$ cat src/rtl/gpio_port_pkg.sv
// Package: shared register offsets and operating-mode type for the GPIO port.
// Assumes the bus address is at least two bits wide.
package gpio_port_pkg;
    localparam int unsigned OFS_DIR  = 0;
    localparam int unsigned OFS_DATA = 1;
    localparam int unsigned OFS_PORT = 2;

    // Operating mode after resolving reset and standby priority.
    typedef enum logic [1:0] {
        MODE_RUN   = 2'd0,
        MODE_HOLD  = 2'd1,
        MODE_CLEAR = 2'd2
    } port_mode_e;
endpackage

$ cat src/rtl/gpio_pin_sync.sv
// Module: multi-stage synchronizer for the pin inputs, with a hold enable.
// Assumes pins are asynchronous; when hold is high every stage keeps its value.
module gpio_pin_sync #(
    parameter int WIDTH  = 8,
    parameter int STAGES = 2
) (
    input  logic             clk,
    input  logic             rst_n,
    input  logic             hold,
    input  logic [WIDTH-1:0] pin_raw,
    output logic [WIDTH-1:0] pin_sync
);
    logic [WIDTH-1:0] stg [STAGES];

    generate
        for (genvar s = 0; s < STAGES; s++) begin : g_stage
            // Purpose: one flop stage, fed by the pins or the previous stage.
            always_ff @(posedge clk) begin
                if (!rst_n) begin
                    stg[s] <= '0;
                end else if (!hold) begin
                    if (s == 0) stg[s] <= pin_raw;
                    else        stg[s] <= stg[(s == 0) ? 0 : s-1];
                end
            end
        end
    endgenerate

    assign pin_sync = stg[STAGES-1];
endmodule

$ cat src/rtl/gpio_ctrl_regs.sv
// Module: direction mask and output latch with mode-dependent update rules.
// Assumes mode is already resolved: CLEAR wipes, HOLD freezes, RUN accepts writes.
module gpio_ctrl_regs
    import gpio_port_pkg::*;
#(
    parameter int WIDTH  = 8,
    parameter int ADDR_W = 2
) (
    input  logic              clk,
    input  logic              rst_n,
    input  port_mode_e        mode,
    input  logic              bus_wr,
    input  logic [ADDR_W-1:0] bus_addr,
    input  logic [WIDTH-1:0]  bus_wdata,
    output logic [WIDTH-1:0]  dir_q,
    output logic [WIDTH-1:0]  data_q
);
    logic wr_dir;
    logic wr_data;

    // Purpose: decode write strobes, accepted only in run mode.
    always_comb begin
        wr_dir  = bus_wr && (mode == MODE_RUN) && (bus_addr == ADDR_W'(OFS_DIR));
        wr_data = bus_wr && (mode == MODE_RUN) && (bus_addr == ADDR_W'(OFS_DATA));
    end

    // Purpose: direction mask storage.
    always_ff @(posedge clk) begin
        if (!rst_n || mode == MODE_CLEAR) dir_q <= '0;
        else if (wr_dir)                  dir_q <= bus_wdata;
    end

    // Purpose: output latch storage.
    always_ff @(posedge clk) begin
        if (!rst_n || mode == MODE_CLEAR) data_q <= '0;
        else if (wr_data)                 data_q <= bus_wdata;
    end
endmodule

$ cat src/rtl/gpio_read_mux.sv
// Module: read data selection, including the per-bit port view.
// Assumes a purely combinational read with no side effects.
module gpio_read_mux
    import gpio_port_pkg::*;
#(
    parameter int WIDTH  = 8,
    parameter int ADDR_W = 2
) (
    input  logic [ADDR_W-1:0] bus_addr,
    input  logic [WIDTH-1:0]  dir_q,
    input  logic [WIDTH-1:0]  data_q,
    input  logic [WIDTH-1:0]  pin_sync,
    output logic [WIDTH-1:0]  bus_rdata
);
    logic [WIDTH-1:0] port_view;

    generate
        for (genvar b = 0; b < WIDTH; b++) begin : g_bit
            // Purpose: per-bit source choice between latch and pin.
            assign port_view[b] = dir_q[b] ? data_q[b] : pin_sync[b];
        end
    endgenerate

    // Purpose: select the register addressed by the bus.
    always_comb begin
        if (bus_addr == ADDR_W'(OFS_DIR))       bus_rdata = '1;
        else if (bus_addr == ADDR_W'(OFS_DATA)) bus_rdata = data_q;
        else if (bus_addr == ADDR_W'(OFS_PORT)) bus_rdata = port_view;
        else                                    bus_rdata = '0;
    end
endmodule

$ cat src/rtl/gpio_port_regs.sv
// Module: top level of the GPIO port register block.
// Resolves reset and standby priority, then wires the registers, the synchronizer,
// the read mux and the pin drivers. Assumes all control inputs are synchronous to clk.
module gpio_port_regs
    import gpio_port_pkg::*;
#(
    parameter int WIDTH       = 8,
    parameter int ADDR_W      = 2,
    parameter int SYNC_STAGES = 2
) (
    input  logic              clk,
    input  logic              rst_n,
    input  logic              mrst_n,
    input  logic              hw_stby,
    input  logic              sw_stby,
    input  logic              bus_wr,
    input  logic [ADDR_W-1:0] bus_addr,
    input  logic [WIDTH-1:0]  bus_wdata,
    output logic [WIDTH-1:0]  bus_rdata,
    input  logic [WIDTH-1:0]  pin_in,
    output logic [WIDTH-1:0]  pin_oe,
    output logic [WIDTH-1:0]  pin_out
);
    port_mode_e       mode;
    logic [WIDTH-1:0] dir_q;
    logic [WIDTH-1:0] data_q;
    logic [WIDTH-1:0] pin_sync;

    // Purpose: resolve priority; hardware standby wins over the holding conditions.
    always_comb begin
        if (hw_stby)                mode = MODE_CLEAR;
        else if (!mrst_n || sw_stby) mode = MODE_HOLD;
        else                        mode = MODE_RUN;
    end

    gpio_ctrl_regs #(.WIDTH(WIDTH), .ADDR_W(ADDR_W)) u_regs (
        .clk       (clk),
        .rst_n     (rst_n),
        .mode      (mode),
        .bus_wr    (bus_wr),
        .bus_addr  (bus_addr),
        .bus_wdata (bus_wdata),
        .dir_q     (dir_q),
        .data_q    (data_q)
    );

    gpio_pin_sync #(.WIDTH(WIDTH), .STAGES(SYNC_STAGES)) u_sync (
        .clk      (clk),
        .rst_n    (rst_n),
        .hold     (mode == MODE_HOLD),
        .pin_raw  (pin_in),
        .pin_sync (pin_sync)
    );

    gpio_read_mux #(.WIDTH(WIDTH), .ADDR_W(ADDR_W)) u_rmux (
        .bus_addr  (bus_addr),
        .dir_q     (dir_q),
        .data_q    (data_q),
        .pin_sync  (pin_sync),
        .bus_rdata (bus_rdata)
    );

    // Purpose: pin drivers; hardware standby floats every pin.
    always_comb begin
        pin_oe  = hw_stby ? '0 : dir_q;
        pin_out = data_q;
    end
endmodule

$ cat config.mk
export PLATFORM = sky130hd
export DESIGN_NAME = gpio_port_regs
export DESIGN_NICKNAME = d
export VERILOG_FILES = /design/src/rtl/gpio_port_pkg.sv /design/src/rtl/gpio_pin_sync.sv /design/src/rtl/gpio_ctrl_regs.sv /design/src/rtl/gpio_read_mux.sv /design/src/rtl/gpio_port_regs.sv
export SDC_FILE = /design/constraint.sdc
export NUM_CORES = 1
export LEC_CHECK = 0
export BUFFER_PORTS_ARGS = -buffer_cell sky130_fd_sc_hd__buf_2
export CORE_MARGIN = 8
export CORE_UTILIZATION = 25
export DETAILED_ROUTE_END_ITERATION = 8
export PLACE_DENSITY_LB_ADDON = 0.08
export SLEW_MARGIN = 15
export SYNTH_ARGS = -nofsm -noshare
export SYNTH_HDL_FRONTEND = slang
export SYNTH_SLANG_ARGS = --single-unit
$ cat constraint.sdc
create_clock -name clk -period 1.3 [get_ports clk]
set_clock_uncertainty 0.15 [all_clocks]
set_input_delay 0.13 -clock clk [delete_from_list [all_inputs] [get_ports clk]]
set_output_delay 0.13 -clock clk [all_outputs]
set_load 0.01 [all_outputs]
Word level (Yosys, flattened, before mapping)
Memories as Yosys holds them, arrays and structs flattened. Index checks and enable logic that the tools add are counted.

Output and inout port bits: 24. Logic and storage cells: 38. Bits in latches: 0. Register bits: 16. Memories kept: 1. Bits in read-only memories: 0. RAM bits: 16.

Divide/modulo/power cells: 0. $lt $le $gt $ge: 0. Mux-type cells: 20. Reductions and logical operators: 9. Equality and inequality tests: 4. Bitwise logic cells: 2. $add $sub $neg: 0. $mul: 0. Shifts and indexed selects: 0.

Memory list: u_sync.stg (depth 2, width 8, rd ports 2, clocked after Yosys merged registers in 0, write ports 2, RTL line gpio_pin_sync.sv:13) `logic [WIDTH-1:0] stg [STAGES];`.

Operator list (count): two-way mux 8 bit (6); two-way mux 1 bit (13); equality test 2 x 1 -> 1 bit, second input constant (2); equality test 2 bit, second input constant (2); zero test 2 bit (2); logical AND 1 bit (3); zero test 1 bit (2); logical OR 1 bit (2); two-way mux 2 bit (1); bitwise OR 1 bit (2).

Longest topological paths before layout
Depth in word-level cells: 9. Gate-level depth with buffers: 5.

By module
From an unflattened synthesis, not the netlist that was laid out.

Cells, all modules: 142. Area, all modules: 1706.6 um^2.

Modules (own cells, without submodules): gpio_ctrl_regs (cells each 71, times used 1, area an instance 767.0 um^2); gpio_pin_sync (cells each 35, times used 1, area an instance 655.6 um^2); gpio_read_mux (cells each 26, times used 1, area an instance 225.2 um^2); gpio_port_regs (cells each 10, times used 1, area an instance 58.8 um^2).

Worst setup path after synthesis
Ideal clock, no wire load.

Path kind: in2reg. From: input hw_stby. To: register u_regs.dir_q[0]. Cell stages on the path: 4. Arrival time: 1.117 ns. Path buffers: 1. Setup time: 0.072 ns. Setup slack: -0.039 ns. Data required time: 1.078 ns. Path through: buf_6 -> nand2b_4 -> nor4_4 -> mux2i_1.

Cells in the longest elaborated chain, start to end: 4. Elaborated cells between the ends (all ways): 6. Classes of those cells: eq/ne (1); mux (1); reduce/logical (4).

RTL lines: start, declared (RTL line gpio_port_regs.sv:14) `input logic hw_stby,`; two-way mux 2 bit (*) (RTL line gpio_port_regs.sv:31) `if (hw_stby) mode = MODE_CLEAR;`; zero test 2 bit (RTL line gpio_ctrl_regs.sv:23) `wr_dir = bus_wr && (mode == MODE_RUN) && (bus_addr == ADDR_W'(OFS_DIR));`; logical AND 1 bit (2 in series) (RTL line gpio_ctrl_regs.sv:23); end signal, assigned (RTL line gpio_ctrl_regs.sv:30) `else if (wr_dir) dir_q <= bus_wdata;`; end, declared (RTL line gpio_ctrl_regs.sv:15) `output logic [WIDTH-1:0] dir_q,`.

Every way passes the cells marked *; elsewhere a longest branch is shown, timed or not. A chain may end at the register's enable or synchronous reset.

==> impl_results.md <==
- Total gr overflow: 0
- Least-Margin Pin Slew: 0.407 ns
- Slowest cell delay on critical path: 0.42 ns
- FF+latch count, synth: 32
- Pleak: roughly 0.93 nW
- Setup CP Type: register to output pin
- Drt wl/cell: 13.5 um
- Endpoint type of the worst setup path: output pin
- Clock tree from TritonCTS: done
- Final Cycle Share: 105%
- Clock slew at reported path FFs: 0.07 ns
- Post-synthesis compound-gate area fraction: roughly a tenth
- Max VDD drop: 581 uV
- Fmax: 0.735 GHz
- # nets final: around 240
- Max H-tree Level: 2
- Max-cap violation count: 0
- Row count: 28
- Vias in the first global route: 1346
- Outcome: finished, violations left
- P_sw: 0.492 mW
- Worst-path maximum fanout: 1
- ANT cells: 0
- Post-Route WL: 3970 um
- Synthesized instance count: 146
- Post-synthesis cell area: 1490 um2
- DRT iter0 DRCs: 36
- Final setup fails: 7
- Power, Total: 2.10 mW
- ANT nets after route: 0
- DP HPWL: 2880 um
- CP required: 1.02 ns
- Initial antenna violation count: 0
- Vias per cell: 4.27
- CP max-delay cell: edfxtp_1
- Switch share: 23.4%
- Violated checks: setup timing
- CP Launch Type: register
- Rel. slew slack: roughly 73%
- DRC viols: 0
- Mapped Avg Cell Area: 10.2 um2
- Synth Area in Adders: 0%
- Die width: 93.3 um
- Worst hold start: bus_wdata[7]
- Cell count of the worst reg-to-reg path: 1
- Worst Path Arrival: 1.08 ns
- Fin. Hold Viols: 0
- Core area: just under 6000 um2
- Clock share of power: 34.0%
- Port bufs: 47
- Largest net degree at the start of global routing: 25
- Largest delay share family, worst path: flip-flops
- Largest family of logic cells by synthesized area: simple AND/OR/NAND/NOR gates
- Fill cells: 593
- Worst setup path startpoint: u_sync.stg[1][2]$_SDFFCE_PN0P_
- Root buffer cell: clkbuf_8
- Netlist cell types: 18
- Layout area overhead: 44.9%
- Gpl congestion: 0.743
- Global-route wire length before repair: 6290 um
- Flop-to-flop setup slack: roughly 0.40 ns
- Comb power frac: 12.4%
- Die Y: roughly 93 um
- Mux cell area share after synthesis: between 10% and 20%
- Buf/Inv on CP: 1
- Worst R2R Start: u_sync.stg[0][4]$_SDFFCE_PN0P_
- Layout cells sized above 1: between 30% and 40%
- Setup ws final: -0.0609 ns
- Critical-path cell list: o21bai_1, a21oi_1, buf_2
- Syn_nets: 170
- Pre-antenna DRT Iters: 4
- Hold Path Class: input pin to register
- Hold depth: 3
- Yosys Warn Count: 0
- Post-synthesis sequential area ratio: 53.6%
- Xor and xnor area share after synthesis: 0%
- Maximum clock path buffer count: 2
- Crit Reg-Reg Endpoint: u_sync.stg[1][4]$_SDFFCE_PN0P_
- Vias: about 1300
- CTS Sinks: 32
- Pint: roughly 1.6 mW
- Io pins: 48
- CTS Buf Count: 5
- Minimum clock period after layout: 1.36 ns
- Power Density: between 900 and 1000 nW/um2
- Worst hold slack: 0.00688 ns
- Initial Util: 25.5%
- Die ar.: 8700 um2
- RSZ-0062 raised after global routing: yes
- GRT Total Usage: 9.09%
- Hold EP: u_regs.dir_q[7]$_SDFFE_PP0P_
- Share of total power in sequential cells: 53.6%
- Worst-Skew Late Latency: 0.27 ns
- Pins Over Slew Limit: 0
- Synth Area in Simple Gates: 22.7%
-- power groups by stage --
| stage | combinational [mW] | clock, mW | sequential, mW |
|---|---|---|---|
| 2_1_floorplan | 0.120 | 0 | 1.14 |
| 3_3_place_gp | 0.219 | 0 | 1.15 |
| 3_5_place_dp | 0.221 | 0 | 1.15 |
| 4_1_cts | 0.257 | 0.755 | 1.12 |
| 5_1_grt | 0.285 | 0.783 | 1.13 |
| 6_report | 0.259 | 0.713 | 1.12 |
-- area by class of cell --
class,instances,area (um2),area share (%)
Timing Repair Buffer,74,500,23.1
Tap cell,75,93.8,4.34
Sequential cell,32,810,37.4
Clock inverter,3,13.8,0.636
Clock buffer,5,68.8,3.18
Multi-Input combinational cell,104,678,31.3
-- layer usage --
layer | share of wire [%] | track usage, %
met2 | 51 | 15.7
met4 | 0.48 | 3.09
met3 | 5.7 | 3.45
met1 | 43 | 9.95
met5 | 0 | 0
-- what timing repair did --
item | 4_1_cts | 5_1_grt
hold buffers | 15 | 0
pin swaps | 0 | 2
setup buffers | 0 | 0
hold endpoints to repair | 22 | 0
resized for setup | 7 | 6
endpoints found under the setup margin | 8 | 8
-- metrics by stage --
step	util [%]	area [um2]	TNS (ns)	cells	setup WS, ns
after floorplan	-	1500	0	146	0.00281
after global placement	32.5	1900	-0.570	270	-0.0331
after detailed placement	32.5	1900	-1.35	270	-0.0689
after CTS	36.7	2140	-0.308	293	-0.0536
after global routing	37.0	2160	-0.739	293	-0.125
final	37.0	2160	-0.202	293	-0.0609
-- placed cells by master, fill, tap and decap left out --
cell type      synthesis  layout
nor4_4                 1       1
dfxtp_2                0       7
mux2i_1               16      16
buf_12                 0       2
nor2_1                 8       8
nand2b_1               2       1
nor2b_1               10      10
buf_4                  0      10
a21oi_1               16      10
a21oi_2                0       6
clkinv_1               0       1
edfxtp_1              16      16
nand2_1               24      24
buf_2                  1      47
o21a_1                 1       1
dlygate4sd3_1          0      15
clkbuf_8               0       5
and2_1                16      16
o21bai_1               8       8
clkinv_2               0       2
nand2b_2               0       1
dfxtp_1               16       9
nor4b_2                0       1
nand2b_4               1       1
-- worst max path at each step --
stage | end | slack (ns) | depth (start not counted)
after floorplan | u_regs.dir_q[0]$_SDFFE_PP0P_ | 0.003 | 3
after global placement | u_regs.dir_q[0]$_SDFFE_PP0P_ | -0.03 | 5
after detailed placement | u_regs.dir_q[2]$_SDFFE_PP0P_ | -0.07 | 6
after CTS | bus_rdata[2] | -0.05 | 3
after global routing | bus_rdata[1] | -0.12 | 3
final | bus_rdata[2] | -0.06 | 3
-- worst min-delay path: cells and delay by family --
family	cells	cell delay (ns)
buf+inv	1	0.10
mux	1	0.08
simple gates	1	0.08
-- state kept, by name, summed over array words and instances, names as in the netlist --
register	flops
u_regs.data_q	8
u_sync.stg	16
u_regs.dir_q	8
-- kinds of logic (layout without fill, tap and decap cells) --
kind of cell	after synthesis	count (layout)
simple gates	63	63
mux	16	16
buf+inv	10	82
compound gates	25	25
flops	32	32
-- cell usage after synthesis --
cell,number,area share (%)
edfxtp_1,16,32
and2_1,16,6.7
nor2b_1,10,4.2
nand2_1,24,6.0
buf_2,1,0.33
nor2_1,8,2.0
buf_1,1,0.25
o21bai_1,8,4.0
buf_6,1,0.75
nor4b_1,1,0.59
dfxtp_1,16,21
a21oi_1,16,5.4
mux2i_1,16,11
nor4_4,1,1.4
clkbuf_1,7,1.8
nand2b_1,2,0.84
nand2b_4,1,0.92
o21a_1,1,0.50
(Power assumes the default switching activity.)
